### config.mk
export PLATFORM = sky130hd
export DESIGN_NAME = opnd_addr_gen
export DESIGN_NICKNAME = d
export VERILOG_FILES = /design/src/rtl/opnd_addr_pkg.sv /design/src/rtl/opnd_disp_sel.sv /design/src/rtl/opnd_base_sel.sv /design/src/rtl/opnd_sum3.sv /design/src/rtl/opnd_addr_gen.sv
export SDC_FILE = /design/constraint.sdc
export NUM_CORES = 1
export LEC_CHECK = 0
export ABC_CLOCK_PERIOD_IN_PS = 4900
export CAP_MARGIN = 20
export CORE_UTILIZATION = 44
export DETAILED_ROUTE_END_ITERATION = 10
export PLACE_DENSITY = 0.86
export RECOVER_POWER = 50
export SYNTH_ARGS = -nofsm -noshare
export SYNTH_HDL_FRONTEND = slang
export SYNTH_SLANG_ARGS = --single-unit
### constraint.sdc
create_clock -name clk -period 4.9 [get_ports clk]
set_input_delay 0.49 -clock clk [delete_from_list [all_inputs] [get_ports clk]]
set_output_delay 0.49 -clock clk [all_outputs]
set_load 0.01 [all_outputs]
### src/rtl/opnd_addr_pkg.sv
// Shared encodings for the operand address generator.
// Assumes: the mode field is 2 bits and the selector field is 3 bits. The
// code values below are what the decoder relies on.
package opnd_addr_pkg;

    typedef enum logic [1:0] {
        MOD_NODISP = 2'b00,
        MOD_DISP8  = 2'b01,
        MOD_DISP16 = 2'b10,
        MOD_REG    = 2'b11
    } addr_mode_e;

    typedef enum logic [2:0] {
        RM_BX_SI = 3'd0,
        RM_BX_DI = 3'd1,
        RM_BP_SI = 3'd2,
        RM_BP_DI = 3'd3,
        RM_SI    = 3'd4,
        RM_DI    = 3'd5,
        RM_BP    = 3'd6,
        RM_BX    = 3'd7
    } rm_sel_e;

endpackage

### src/rtl/opnd_disp_sel.sv
// Displacement selector: builds the displacement term from the mode field.
// It also flags the direct-address case (mode 00, selector 110), where the
// two displacement bytes form the whole address.
// Assumes: ADDR_W is even. Each displacement byte is half an address wide.
module opnd_disp_sel
    import opnd_addr_pkg::*;
#(
    parameter int ADDR_W = 16
) (
    input  logic [1:0]          mode_i,
    input  logic [2:0]          rm_i,
    input  logic [ADDR_W/2-1:0] disp_lo_i,
    input  logic [ADDR_W/2-1:0] disp_hi_i,
    output logic [ADDR_W-1:0]   disp_o,
    output logic                direct_o
);
    localparam int BYTE_W = ADDR_W / 2;
    localparam int EXT_W  = ADDR_W - BYTE_W;

    // Detect the direct-address exception.
    always_comb begin
        direct_o = (addr_mode_e'(mode_i) == MOD_NODISP) && (rm_sel_e'(rm_i) == RM_BP);
    end

    // Choose the displacement width for the current mode.
    always_comb begin
        unique case (addr_mode_e'(mode_i))
            MOD_NODISP: disp_o = direct_o ? {disp_hi_i, disp_lo_i} : '0;
            MOD_DISP8:  disp_o = {{EXT_W{disp_lo_i[BYTE_W-1]}}, disp_lo_i};
            MOD_DISP16: disp_o = {disp_hi_i, disp_lo_i};
            default:    disp_o = '0;
        endcase
    end
endmodule

### src/rtl/opnd_base_sel.sv
// Base/index selector: picks the base and index operands from the selector
// field and produces the default-segment hint.
// Assumes: unused operands are driven to zero, so the adder always sums three
// terms. In the register mode and the direct case both operands are zero.
module opnd_base_sel
    import opnd_addr_pkg::*;
#(
    parameter int ADDR_W = 16
) (
    input  logic [1:0]        mode_i,
    input  logic [2:0]        rm_i,
    input  logic              direct_i,
    input  logic [ADDR_W-1:0] bx_i,
    input  logic [ADDR_W-1:0] bp_i,
    input  logic [ADDR_W-1:0] si_i,
    input  logic [ADDR_W-1:0] di_i,
    output logic [ADDR_W-1:0] base_o,
    output logic [ADDR_W-1:0] index_o,
    output logic              stack_o
);
    logic mem_mode;

    // A memory operand needs a mode other than the register mode and no direct address.
    always_comb begin
        mem_mode = (addr_mode_e'(mode_i) != MOD_REG) && !direct_i;
    end

    // Route the registers named by the selector onto the base and index operands.
    always_comb begin
        base_o  = '0;
        index_o = '0;
        stack_o = 1'b0;
        if (mem_mode) begin
            unique case (rm_sel_e'(rm_i))
                RM_BX_SI: begin base_o = bx_i; index_o = si_i; end
                RM_BX_DI: begin base_o = bx_i; index_o = di_i; end
                RM_BP_SI: begin base_o = bp_i; index_o = si_i; stack_o = 1'b1; end
                RM_BP_DI: begin base_o = bp_i; index_o = di_i; stack_o = 1'b1; end
                RM_SI:    begin index_o = si_i; end
                RM_DI:    begin index_o = di_i; end
                RM_BP:    begin base_o = bp_i; stack_o = 1'b1; end
                default:  begin base_o = bx_i; end
            endcase
        end
    end
endmodule

### src/rtl/opnd_sum3.sv
// Three-operand modulo adder: one carry-save row, then one carry-propagate add.
// The carry out of the top bit is not formed, so the result wraps modulo 2^ADDR_W.
// Assumes: ADDR_W >= 2.
module opnd_sum3 #(
    parameter int ADDR_W = 16
) (
    input  logic [ADDR_W-1:0] a_i,
    input  logic [ADDR_W-1:0] b_i,
    input  logic [ADDR_W-1:0] c_i,
    output logic [ADDR_W-1:0] sum_o
);
    logic [ADDR_W-1:0] save_sum;
    logic [ADDR_W-1:0] save_cry;

    assign save_cry[0] = 1'b0;

    for (genvar i = 0; i < ADDR_W; i++) begin : g_csa
        // Bitwise sum of the three operands.
        assign save_sum[i] = a_i[i] ^ b_i[i] ^ c_i[i];
        if (i < ADDR_W - 1) begin : g_cry
            // Majority carry, shifted one bit up; the top carry is dropped.
            assign save_cry[i+1] = (a_i[i] & b_i[i]) | (a_i[i] & c_i[i]) | (b_i[i] & c_i[i]);
        end
    end

    // Final carry-propagate add, truncated to the address width.
    always_comb begin
        sum_o = save_sum + save_cry;
    end
endmodule

### src/rtl/opnd_addr_gen.sv
// Operand effective address generator (top).
// It decodes the mode and selector fields, adds base, index and displacement
// modulo 2^ADDR_W, and registers the address, the register-operand flag and
// the stack-segment hint. Latency is one clock. The outputs load only when
// in_valid is high and otherwise hold.
// Assumes: register values are stable with in_valid. Reset is synchronous and active low.
module opnd_addr_gen
    import opnd_addr_pkg::*;
#(
    parameter int ADDR_W = 16
) (
    input  logic                clk,
    input  logic                rst_n,
    input  logic                in_valid,
    input  logic [1:0]          mode_i,
    input  logic [2:0]          rm_i,
    input  logic [ADDR_W/2-1:0] disp_lo_i,
    input  logic [ADDR_W/2-1:0] disp_hi_i,
    input  logic [ADDR_W-1:0]   bx_i,
    input  logic [ADDR_W-1:0]   bp_i,
    input  logic [ADDR_W-1:0]   si_i,
    input  logic [ADDR_W-1:0]   di_i,
    output logic                out_valid,
    output logic [ADDR_W-1:0]   ea_o,
    output logic                reg_opnd_o,
    output logic                stack_seg_o
);
    localparam int BYTE_W = ADDR_W / 2;
    localparam int EXT_W  = ADDR_W - BYTE_W;

    logic [ADDR_W-1:0] disp;
    logic              direct;
    logic [ADDR_W-1:0] base;
    logic [ADDR_W-1:0] index;
    logic              stack_hint;
    logic [ADDR_W-1:0] ea_next;
    logic              reg_next;

    opnd_disp_sel #(.ADDR_W(ADDR_W)) u_disp (
        .mode_i   (mode_i),
        .rm_i     (rm_i),
        .disp_lo_i(disp_lo_i),
        .disp_hi_i(disp_hi_i),
        .disp_o   (disp),
        .direct_o (direct)
    );

    opnd_base_sel #(.ADDR_W(ADDR_W)) u_base (
        .mode_i  (mode_i),
        .rm_i    (rm_i),
        .direct_i(direct),
        .bx_i    (bx_i),
        .bp_i    (bp_i),
        .si_i    (si_i),
        .di_i    (di_i),
        .base_o  (base),
        .index_o (index),
        .stack_o (stack_hint)
    );

    opnd_sum3 #(.ADDR_W(ADDR_W)) u_sum (
        .a_i  (base),
        .b_i  (index),
        .c_i  (disp),
        .sum_o(ea_next)
    );

    // Flag the register-operand mode.
    always_comb begin
        reg_next = (addr_mode_e'(mode_i) == MOD_REG);
    end

    // Track the request strobe with one cycle of latency.
    always_ff @(posedge clk) begin
        if (!rst_n) out_valid <= 1'b0;
        else        out_valid <= in_valid;
    end

    // Capture the result on a request and hold it otherwise.
    always_ff @(posedge clk) begin
        if (!rst_n) begin
            ea_o        <= '0;
            reg_opnd_o  <= 1'b0;
            stack_seg_o <= 1'b0;
        end else if (in_valid) begin
            ea_o        <= ea_next;
            reg_opnd_o  <= reg_next;
            stack_seg_o <= stack_hint;
        end
    end


    valid_follow_chk: assert property (@(posedge clk) disable iff (!rst_n)
        1'b1 |=> (out_valid == $past(in_valid)));


    reg_mode_chk: assert property (@(posedge clk) disable iff (!rst_n)
        (in_valid && mode_i == 2'b11) |=> (reg_opnd_o && ea_o == '0 && !stack_seg_o));


    direct_addr_chk: assert property (@(posedge clk) disable iff (!rst_n)
        (in_valid && mode_i == 2'b00 && rm_i == 3'b110)
        |=> (ea_o == {$past(disp_hi_i), $past(disp_lo_i)} && !stack_seg_o && !reg_opnd_o));


    short_disp_chk: assert property (@(posedge clk) disable iff (!rst_n)
        (in_valid && mode_i == 2'b01 && rm_i == 3'b111)
        |=> (ea_o == ADDR_W'($past(bx_i)
              + {{EXT_W{$past(disp_lo_i[BYTE_W-1])}}, $past(disp_lo_i)})));


    hold_chk: assert property (@(posedge clk) disable iff (!rst_n)
        !in_valid |=> ($stable(ea_o) && $stable(reg_opnd_o) && $stable(stack_seg_o)));


    seg_reg_excl_chk: assert property (@(posedge clk) disable iff (!rst_n)
        reg_opnd_o |-> !stack_seg_o);
endmodule

# Yosys cells after proc, flatten, opt, wreduce, memory -nomap -nowiden

Cells that the tools add are included.

Flip-flop bits (word level): 19
Bits in latches: 0
Memory bits (writable): 0
ROM bits: 0
Input bits: 88
Output and inout port bits: 19
Word-level logic and storage cells: 139
Memories kept: 0

Add/subtract/negate cells: 1
Multiply operators: 0
Div/mod/pow operators: 0
Magnitude comparators: 0
Eq/ne operators: 10
Shift operators: 0
Mux-type cells: 8
Bitwise logic cells: 107
Reduce and logical (&&, ||, !) cells: 9

Operator list:

| cell                                                | count |
|---|---|
| one-hot mux 16 bit (2 select lines)                 | 2 |
| two-way mux 16 bit                                  | 3 |
| one-hot mux 16 bit (3 select lines)                 | 1 |
| bitwise AND 1 bit                                   | 45 |
| bitwise XOR 1 bit                                   | 32 |
| bitwise OR 1 bit                                    | 30 |
| adder 16 bit                                        | 1 |
| equality test 3 bit, second input constant          | 3 |
| OR reduction 3 bit                                  | 3 |
| equality test 3 x 2 -> 1 bit, second input constant | 2 |
| equality test 2 bit, second input constant          | 2 |
| equality test 3 x 1 -> 1 bit, second input constant | 1 |
| logical NOT 3 bit                                   | 1 |
| equality test 2 x 1 -> 1 bit, second input constant | 1 |
| logical AND 1 bit                                   | 2 |
| logical NOT 2 bit                                   | 1 |
| two-way mux 1 bit                                   | 2 |
| != test 2 bit, second input constant                | 1 |
| OR reduction 2 bit                                  | 1 |
| logical NOT 1 bit                                   | 1 |

# Longest topological paths before layout

Gate-level depths: netlist (run 1).

Depth after elaboration: 9
Mapped depth: 20

# Modules after synthesis

From an unflattened synthesis (run 1), not the netlist that was laid out.

Cells, all modules: 300
Area total of the unflattened synthesis: 2693.8 µm²

Modules (own cells, without submodules):

| module        | instances | cells an instance | area an instance (µm²) |
|---|---|---|---|
| opnd_sum3     | 1         | 133               | 1138.6 |
| opnd_addr_gen | 1         | 61                | 710.7 |
| opnd_base_sel | 1         | 66                | 486.7 |
| opnd_disp_sel | 1         | 40                | 357.8 |

# Worst setup path before layout (run 1)

No wires, ideal clock.

Kind: in2reg
Start: input rm_i[2]
End: register ea_o[13]
Setup time: 0.086 ns
Arrival: 3.913 ns
Slack: 0.901 ns
Stages: 20
Cells stage by stage: buf_2 and2_1 clkbuf_1 clkbuf_1 nand2_1 o21ai_0 nand2_1 o21ai_0 nand2_1 fa_1 inv_1 ha_1 inv_1 fa_1 nand2b_1 a21o_1 a211oi_1 o21ai_1 xor2_1 a211oi_1

Word-level cells in the longest chain between the ends: 9

RTL lines:

| what                                                                                        | RTL line            | text |
|---|---|---|
| start: declaration                                                                          | opnd_addr_gen.sv:16 | `input logic [2:0] rm_i,` |
| parallel branches: the longest is 8 deep, another holds one-hot mux 16 bit (2 select lines) | --                  |  |
| adder 16 bit (*)                                                                            | opnd_sum3.sv:28     | `sum_o = save_sum + save_cry;` |
| end signal: assignment                                                                      | opnd_addr_gen.sv:86 | `ea_o <= ea_next;` |
| end: declaration                                                                            | opnd_addr_gen.sv:24 | `output logic [ADDR_W-1:0] ea_o,` |

Every way passes the cells marked *.
A chain may end at the register's enable or synchronous reset.

# Worst setup path after layout (run 1)

Start: input rm_i[2]
End: register ea_o[14]

Same word-level chain as after synthesis.

==> results of run 1 <==
==> routing by layer <==
metal / GRT usage, % / wire (um) / vias to the layer above
met2: 45.7 / 3810 / 108
met4: 7.45 / 170 / 0
met3: 3.79 / 447 / 16
met5: 0 / 0 / -
li1: - / - / 1386
met1: 27.7 / 3020 / 1258
==> cells by family (layout without fill, tap and decap cells) <==
| group | count (synthesis) | count (layout) |
|---|---|---|
| xor+xnor | 12 | 12 |
| flops | 19 | 19 |
| mux | 37 | 37 |
| simple gates | 118 | 118 |
| compound gates | 86 | 86 |
| fa+ha+maj | 30 | 30 |
| buf+inv | 38 | 140 |
==> registers in the layout (all words and copies together) (netlist names) <==
name,flops
stack_seg_o,1
ea_o,16
reg_opnd_o,1
out_valid,1
==> power by group <==
group          switching (W)  leakage, nW  internal, W  total [W]
clock network      0.0000518       0.0228    0.0000578   0.000110
registers          0.0000127        0.157     0.000180   0.000193
logic               0.000249         1.59     0.000268   0.000517
total               0.000313         1.77     0.000507   0.000820
==> worst paths after layout <==
check | from | to | slack, ps | cells after the start
setup / recovery | rm_i[2] | ea_o[14] | 720 | 14
hold / removal | stack_seg_o | stack_seg_o | 470 | 2
setup reg to reg | ea_o[13] | ea_o[13] | 4150 | 2
hold reg to reg | stack_seg_o | stack_seg_o | 470 | 2
==> cell type report <==
class	instances	area (sq um)
repair buffers	116	1130
clock buffers	4	45.0
flip-flops and latches	19	380
multi-input cells	283	2090
fillers	502	1800
inverters	20	75.1
well taps	72	90.1
==> placed cells by master, fill, tap and decap left out, drive strengths merged, types with 2 or more instances in the layout <==
master and n:
clkdlybuf4s50 89, nor2 54, mux2i 31, nand2 26, a21oi 24, inv 20, o21ai 20, dfxtp 19
dlygate4sd3 17, fa 16, ha 14, a21o 11, buf 9, and2 8, a211oi 8, xnor2 7
mux2 6, o21a 5, nand3 5, nand2b 5, clkbuf 5, a22oi 4, xor2 4, nor2b 4
nor3 4, nand3b 3, nor3b 3, and3 2, a21boi 2, o211ai 2, o41ai 2, a211o 2
==> stage by stage <==
step	utilization (%)	instances	hold WS [ps]
floorplan	-	340	490
global placement	67.1	509	462
global route	68.0	514	516
detailed placement	67.1	509	471
finish	68.0	514	472
CTS	67.9	513	486
==> worst min-delay path: cells and delay by family, from the launching register on <==
kind,cells,cell delay [ps]
and+or+nand+nor,1,60
AOI/OAI and AO/OA,1,60
DFF,1,310
==> results.json, run 1 <==
{
  "clk_pin_slew_worst_paths_ps": 70,
  "overflow": 0,
  "yosys-top-cells-area": "dfxtp_1 (15%), fa_1 (12%), mux2i_1 (12%)",
  "grt_start_max_net_pins": 32,
  "ctsResizeCount": 0,
  "cp.required_ps": 5070,
  "drive_above_1_share_pct": 4.75,
  "htreeDepth": 1,
  "rows": 27,
  "fin_ws_ps": 723,
  "drc": 0,
  "port_buffers": 106,
  "hold_buffers": 0,
  "start_util_pct": 46.7,
  "synth_area_sq_um": 2620,
  "synth_fa_ha_area_share_pct": 18.9,
  "rsz0062_at_grt": "no",
  "synthMuxAreaShare_pct": 14.4,
  "synth.avg_cell_area_sq_um": 7.70,
  "place_area_sq_um": 3760,
  "hold_class": "flip-flop to flip-flop",
  "grt_pass1_wl_um": 12200,
  "n_antenna_cell": 0,
  "slew_violations": 0,
  "outcome": "finished clean",
  "cts_made_buffers": 3,
  "fin_crit_sh_pct": 85.2,
  "final_nets": 561,
  "avgRoutedWirePerCell_um": 14.5,
  "tns_ps": 0,
  "cts_tree": "built",
  "yosys_register_bits": 19,
  "netlist_top_cells_count": "nor2_1 (54), mux2i_1 (31), nand2_1 (26)",
  "total_power_w": 0.000820,
  "routabilityCongestion": 0.863,
  "synthCells": 340,
  "synth_top_cell_area_share_pct": 14.5,
  "first_iter_violations": 102,
  "synth_top_family_by_area": "compound AO/OA/AOI/OAI gates",
  "routed_wl_um": 7450,
  "place_hpwl_um": 6140,
  "ir_drop_v": 0.000141,
  "synth-compound-area-share_pct": 21.0,
  "critical_path.top_delay_family": "compound AO/OA/AOI/OAI gates",
  "clock-sinks": 19,
  "synthArstFlopShare_pct": 0,
  "crit_path_max_incr_delay_ps": 540,
  "critPathBufInv": 3,
  "cp.arrival_ps": 4350,
  "hold_viol": 0,
  "synth.largest_area_cell": "dfxtp_1",
  "cpMaxStageDelayCell": "o41ai_1",
  "tightestPinTransition_ps": 1170,
  "maxCapViolCount": 0,
  "die_x_um": 79.1,
  "yosysMostFrequentCell": "nor2_1",
  "ios": 107,
  "drt-pass1-iter-count": 4,
  "layout_min_cycle_time_ps": 4180,
  "path_class": "primary input to flip-flop",
  "p_per_area_nw_per_um2": 215,
  "routed_via_density": 5.39,
  "fmax_ghz": 0.239,
  "fin_skew_ps": 0,
  "cp-start-kind": "primary input",
  "syn-num-nets": 458,
  "slew_headroom_pct": 22.1,
  "yosys_warnings": 0,
  "end_kind": "flip-flop",
  "critPathMaxFanout": 20,
  "p_leak_nw": 1.77,
  "postCtsSetupBuffers": 0,
  "grt_usage_pct": 24.3,
  "ys_seq_area_share_pct": 14.5,
  "synthSimpleGateAreaFrac_pct": 20.9,
  "clockBufferDepth": 2,
  "vias": 2768,
  "antenna_found_initial": 0,
  "dieArea_sq_um": 6260,
  "setup_viol": 0,
  "synthFlopType": "dfxtp_1",
  "chipHeight_um": 79.1,
  "cts_root_buf": "clkbuf_8",
  "path_cells": "clkdlybuf4s50_1, buf_4, nand3b_1, o21ai_0, buf_4, nor2_1, fa_1, ha_1, o21ai_0, o21bai_1, o41ai_1, a22oi_1, xnor2_1, a211oi_1",
  "drtAntennaViolNets": 0,
  "synth-edff-count": 0,
  "synth_cell_type_count": 46,
  "area_growth_pct": 45.6,
  "synth-xor-area-share_pct": 4.59,
  "pre_cts_ws_ps": 495,
  "insertion_delay_ps": 250,
  "core_area_sq_um": 5610,
  "grt_pass1_vias": 2846,
  "fin_area_sq_um": 3810
}
Power figures use the tool's default switching activity.
==> run 2, diff against run 1 <==
--- a/config.mk
+++ b/config.mk
@@ -5,7 +5,7 @@
 export SDC_FILE = /design/constraint.sdc
 export NUM_CORES = 1
 export LEC_CHECK = 0
-export ABC_CLOCK_PERIOD_IN_PS = 4900
+export ABC_CLOCK_PERIOD_IN_PS = 3900
 export CAP_MARGIN = 20
 export CORE_UTILIZATION = 44
 export DETAILED_ROUTE_END_ITERATION = 10
==> constraint.sdc (replaced) <==
create_clock -name clk -period 3.9 [get_ports clk]
set_input_delay 0.39 -clock clk [delete_from_list [all_inputs] [get_ports clk]]
set_output_delay 0.39 -clock clk [all_outputs]
set_load 0.01 [all_outputs]
==> run 2 against run 1 <==
  * Design area rose by 4.6%
  * Final cell count is 3.3% higher
  * Non-clock buffer count increased by 17
  * Setup slack got worse by 490 ps
  * Core utilization grew 3.1 points
  * Routed wire length grew 2.4%
  * Hold slack improved by 5.4 ps
  * Register-to-register slack got worse by 1000 ps
  * Largest power group unchanged
  * Highest routed layer unchanged
  * Sequential share of layout area fell by 0.44 points
  * First-iteration DRC count grew 18%
  * Global-route usage up 1.2 points
==> results.json, run 2 (synthesis gave the netlist of run 1 again) <==
{
  "outcome": "finished clean",
  "worstHoldPathCells": 2,
  "first_iter_violations": 120,
  "fin_ws_ps": 229,
  "start_util_pct": 46.7,
  "maxCapViolCount": 0,
  "drtAntennaViolNets": 0,
  "p_per_area_nw_per_um2": 270,
  "end_kind": "flip-flop",
  "power_frac_comb_pct": 64.7,
  "cts_made_buffers": 3,
  "p_leak_nw": 1.84,
  "ios": 107,
  "path_cells": "clkdlybuf4s50_1, buf_4, buf_12, buf_4, mux2i_1, nor2_1, fa_1, ha_1, o21ai_0, o21bai_1, o41ai_1, buf_4, nor2b_1, xnor2_1, a22o_1",
  "vias": 2868,
  "cpMaxStageDelayCell": "clkdlybuf4s50_1",
  "core_area_sq_um": 5610,
  "dieArea_sq_um": 6260,
  "die_x_um": 79.1,
  "clockBufferDepth": 2,
  "setup_viol": 0,
  "hold_viol": 0,
  "reg2reg_slack_ps": 3110,
  "fin_skew_ps": 0,
  "p_seq_share_pct": 22.7,
  "cts_tree": "built",
  "place_hpwl_um": 6380,
  "rows": 27,
  "hold_class": "flip-flop to flip-flop",
  "filler_cell_count": 451,
  "p_clk_share_pct": 12.6,
  "r2r_start": "ea_o[10]",
  "p_sw_w": 0.000402,
  "placed_cells": 526,
  "critical_path.top_delay_family": "buffers and inverters",
  "port_buffers": 106,
  "critPathBufInv": 5,
  "cp.arrival_ps": 3820,
  "fin_cells": 531,
  "critPathMaxFanout": 11,
  "avgRoutedWirePerCell_um": 14.4,
  "tightestPinTransition_ps": 421,
  "drive_above_1_share_pct": 8.93,
  "area_growth_pct": 52.2,
  "largest_reg_flops": 16,
  "overflow": 0,
  "regMostFlops": "ea_o",
  "reg2regPathDepth": 2,
  "final_nets": 578,
  "total_power_w": 0.00108,
  "switching_share_pct": 37.4,
  "path_class": "primary input to flip-flop",
  "grt_pass1_wl_um": 12900,
  "cp.required_ps": 4050,
  "routed_via_density": 5.40,
  "worst_path_most_repeated_cell": "buf_4",
  "n_antenna_cell": 0,
  "grt_start_max_net_pins": 32,
  "crit_path_max_incr_delay_ps": 520,
  "htreeDepth": 1,
  "grt_pass1_vias": 2920,
  "cp-start-kind": "primary input",
  "cts_root_buf": "clkbuf_8",
  "multi_input_area_sq_um": 2100,
  "drt-pass1-iter-count": 5,
  "fin_crit_sh_pct": 94.1,
  "clock-sinks": 19,
  "reg2reg_to": "ea_o[10]",
  "routed_wl_um": 7620,
  "ir_drop_v": 0.000181,
  "slew_headroom_pct": 71.9,
  "clk_pin_slew_worst_paths_ps": 70,
  "final_util_pct": 71.1,
  "seq_area_sq_um": 380,
  "tns_ps": 0,
  "grt_usage_pct": 25.5,
  "fmax_ghz": 0.272,
  "layout_min_cycle_time_ps": 3670,
  "insertion_delay_ps": 250,
  "final_cell_mix": "clkdlybuf4s50_1 (104), nor2_1 (54), mux2i_1 (31)",
  "drc": 0,
  "pre_cts_ws_ps": -93.0,
  "slew_violations": 0,
  "chipHeight_um": 79.1,
  "power.internal_w": 0.000673,
  "min_to": "ea_o[11]",
  "antenna_found_initial": 0,
  "layout_commonest_cell": "clkdlybuf4s50_1",
  "routabilityCongestion": 0.910,
  "worstHoldStart": "ea_o[11]"
}
run 2: per-layer routing:
| metal | vias up | wire length, um | part of all wire, % | track usage [%] |
|---|---|---|---|---|
| met5 | - | 0 | 0 | 0 |
| met3 | 10 | 437 | 5.7 | 3.79 |
| met1 | 1346 | 3010 | 39 | 29.8 |
| met2 | 94 | 4060 | 53 | 48.4 |
| met4 | 0 | 111 | 1.5 | 5.27 |
| li1 | 1418 | - | - | - |
run 2: power groups by stage:
stage | logic, W | registers (W) | clock network [W]
2_1_floorplan | 0.000388 | 0.000261 | 0
3_5_place_dp | 0.000688 | 0.000248 | 0
3_3_place_gp | 0.000665 | 0.000247 | 0
5_1_grt | 0.000770 | 0.000249 | 0.000145
4_1_cts | 0.000692 | 0.000244 | 0.000139
6_report | 0.000696 | 0.000244 | 0.000135
run 2: how the worst max path moves through the flow:
stage                     startpoint  cells after the start        to  slack (ps)
after floorplan              rm_i[2]                     20  ea_o[13]           1
after global placement     mode_i[1]                     15  ea_o[13]          10
after detailed placement     rm_i[1]                     17  ea_o[13]         -90
after CTS                    rm_i[1]                     17  ea_o[13]         170
after global routing         rm_i[0]                     15  ea_o[10]          -5
final                        rm_i[0]                     15  ea_o[10]         230
run 2: layout make-up:
class | count | area share (%)
Inverter | 20 | 1.88
Timing Repair Buffer | 133 | 32.6
Sequential cell | 19 | 9.54
Tap cell | 72 | 2.26
Multi-Input combinational cell | 283 | 52.6
Clock buffer | 4 | 1.13
run 2: through the flow:
stage	cell area, sq um	hold WS [ps]
3_5_place_dp	3920	464
2_1_floorplan	2620	490
4_1_cts	3960	477
6_report	3990	478
3_3_place_gp	3920	461
5_1_grt	3990	513
run 2: tightest hold or removal path: stages (launching register included):
cell and delay [ps]:
dfxtp_1 310, nand2b_1 60, a21oi_1 60
run 2: timing repair:
item | in CTS | in global routing
buffers inserted | 0 | 0
gates resized for setup | 0 | 5
hold buffers | 0 | 0
setup endpoints to repair | 0 | 4
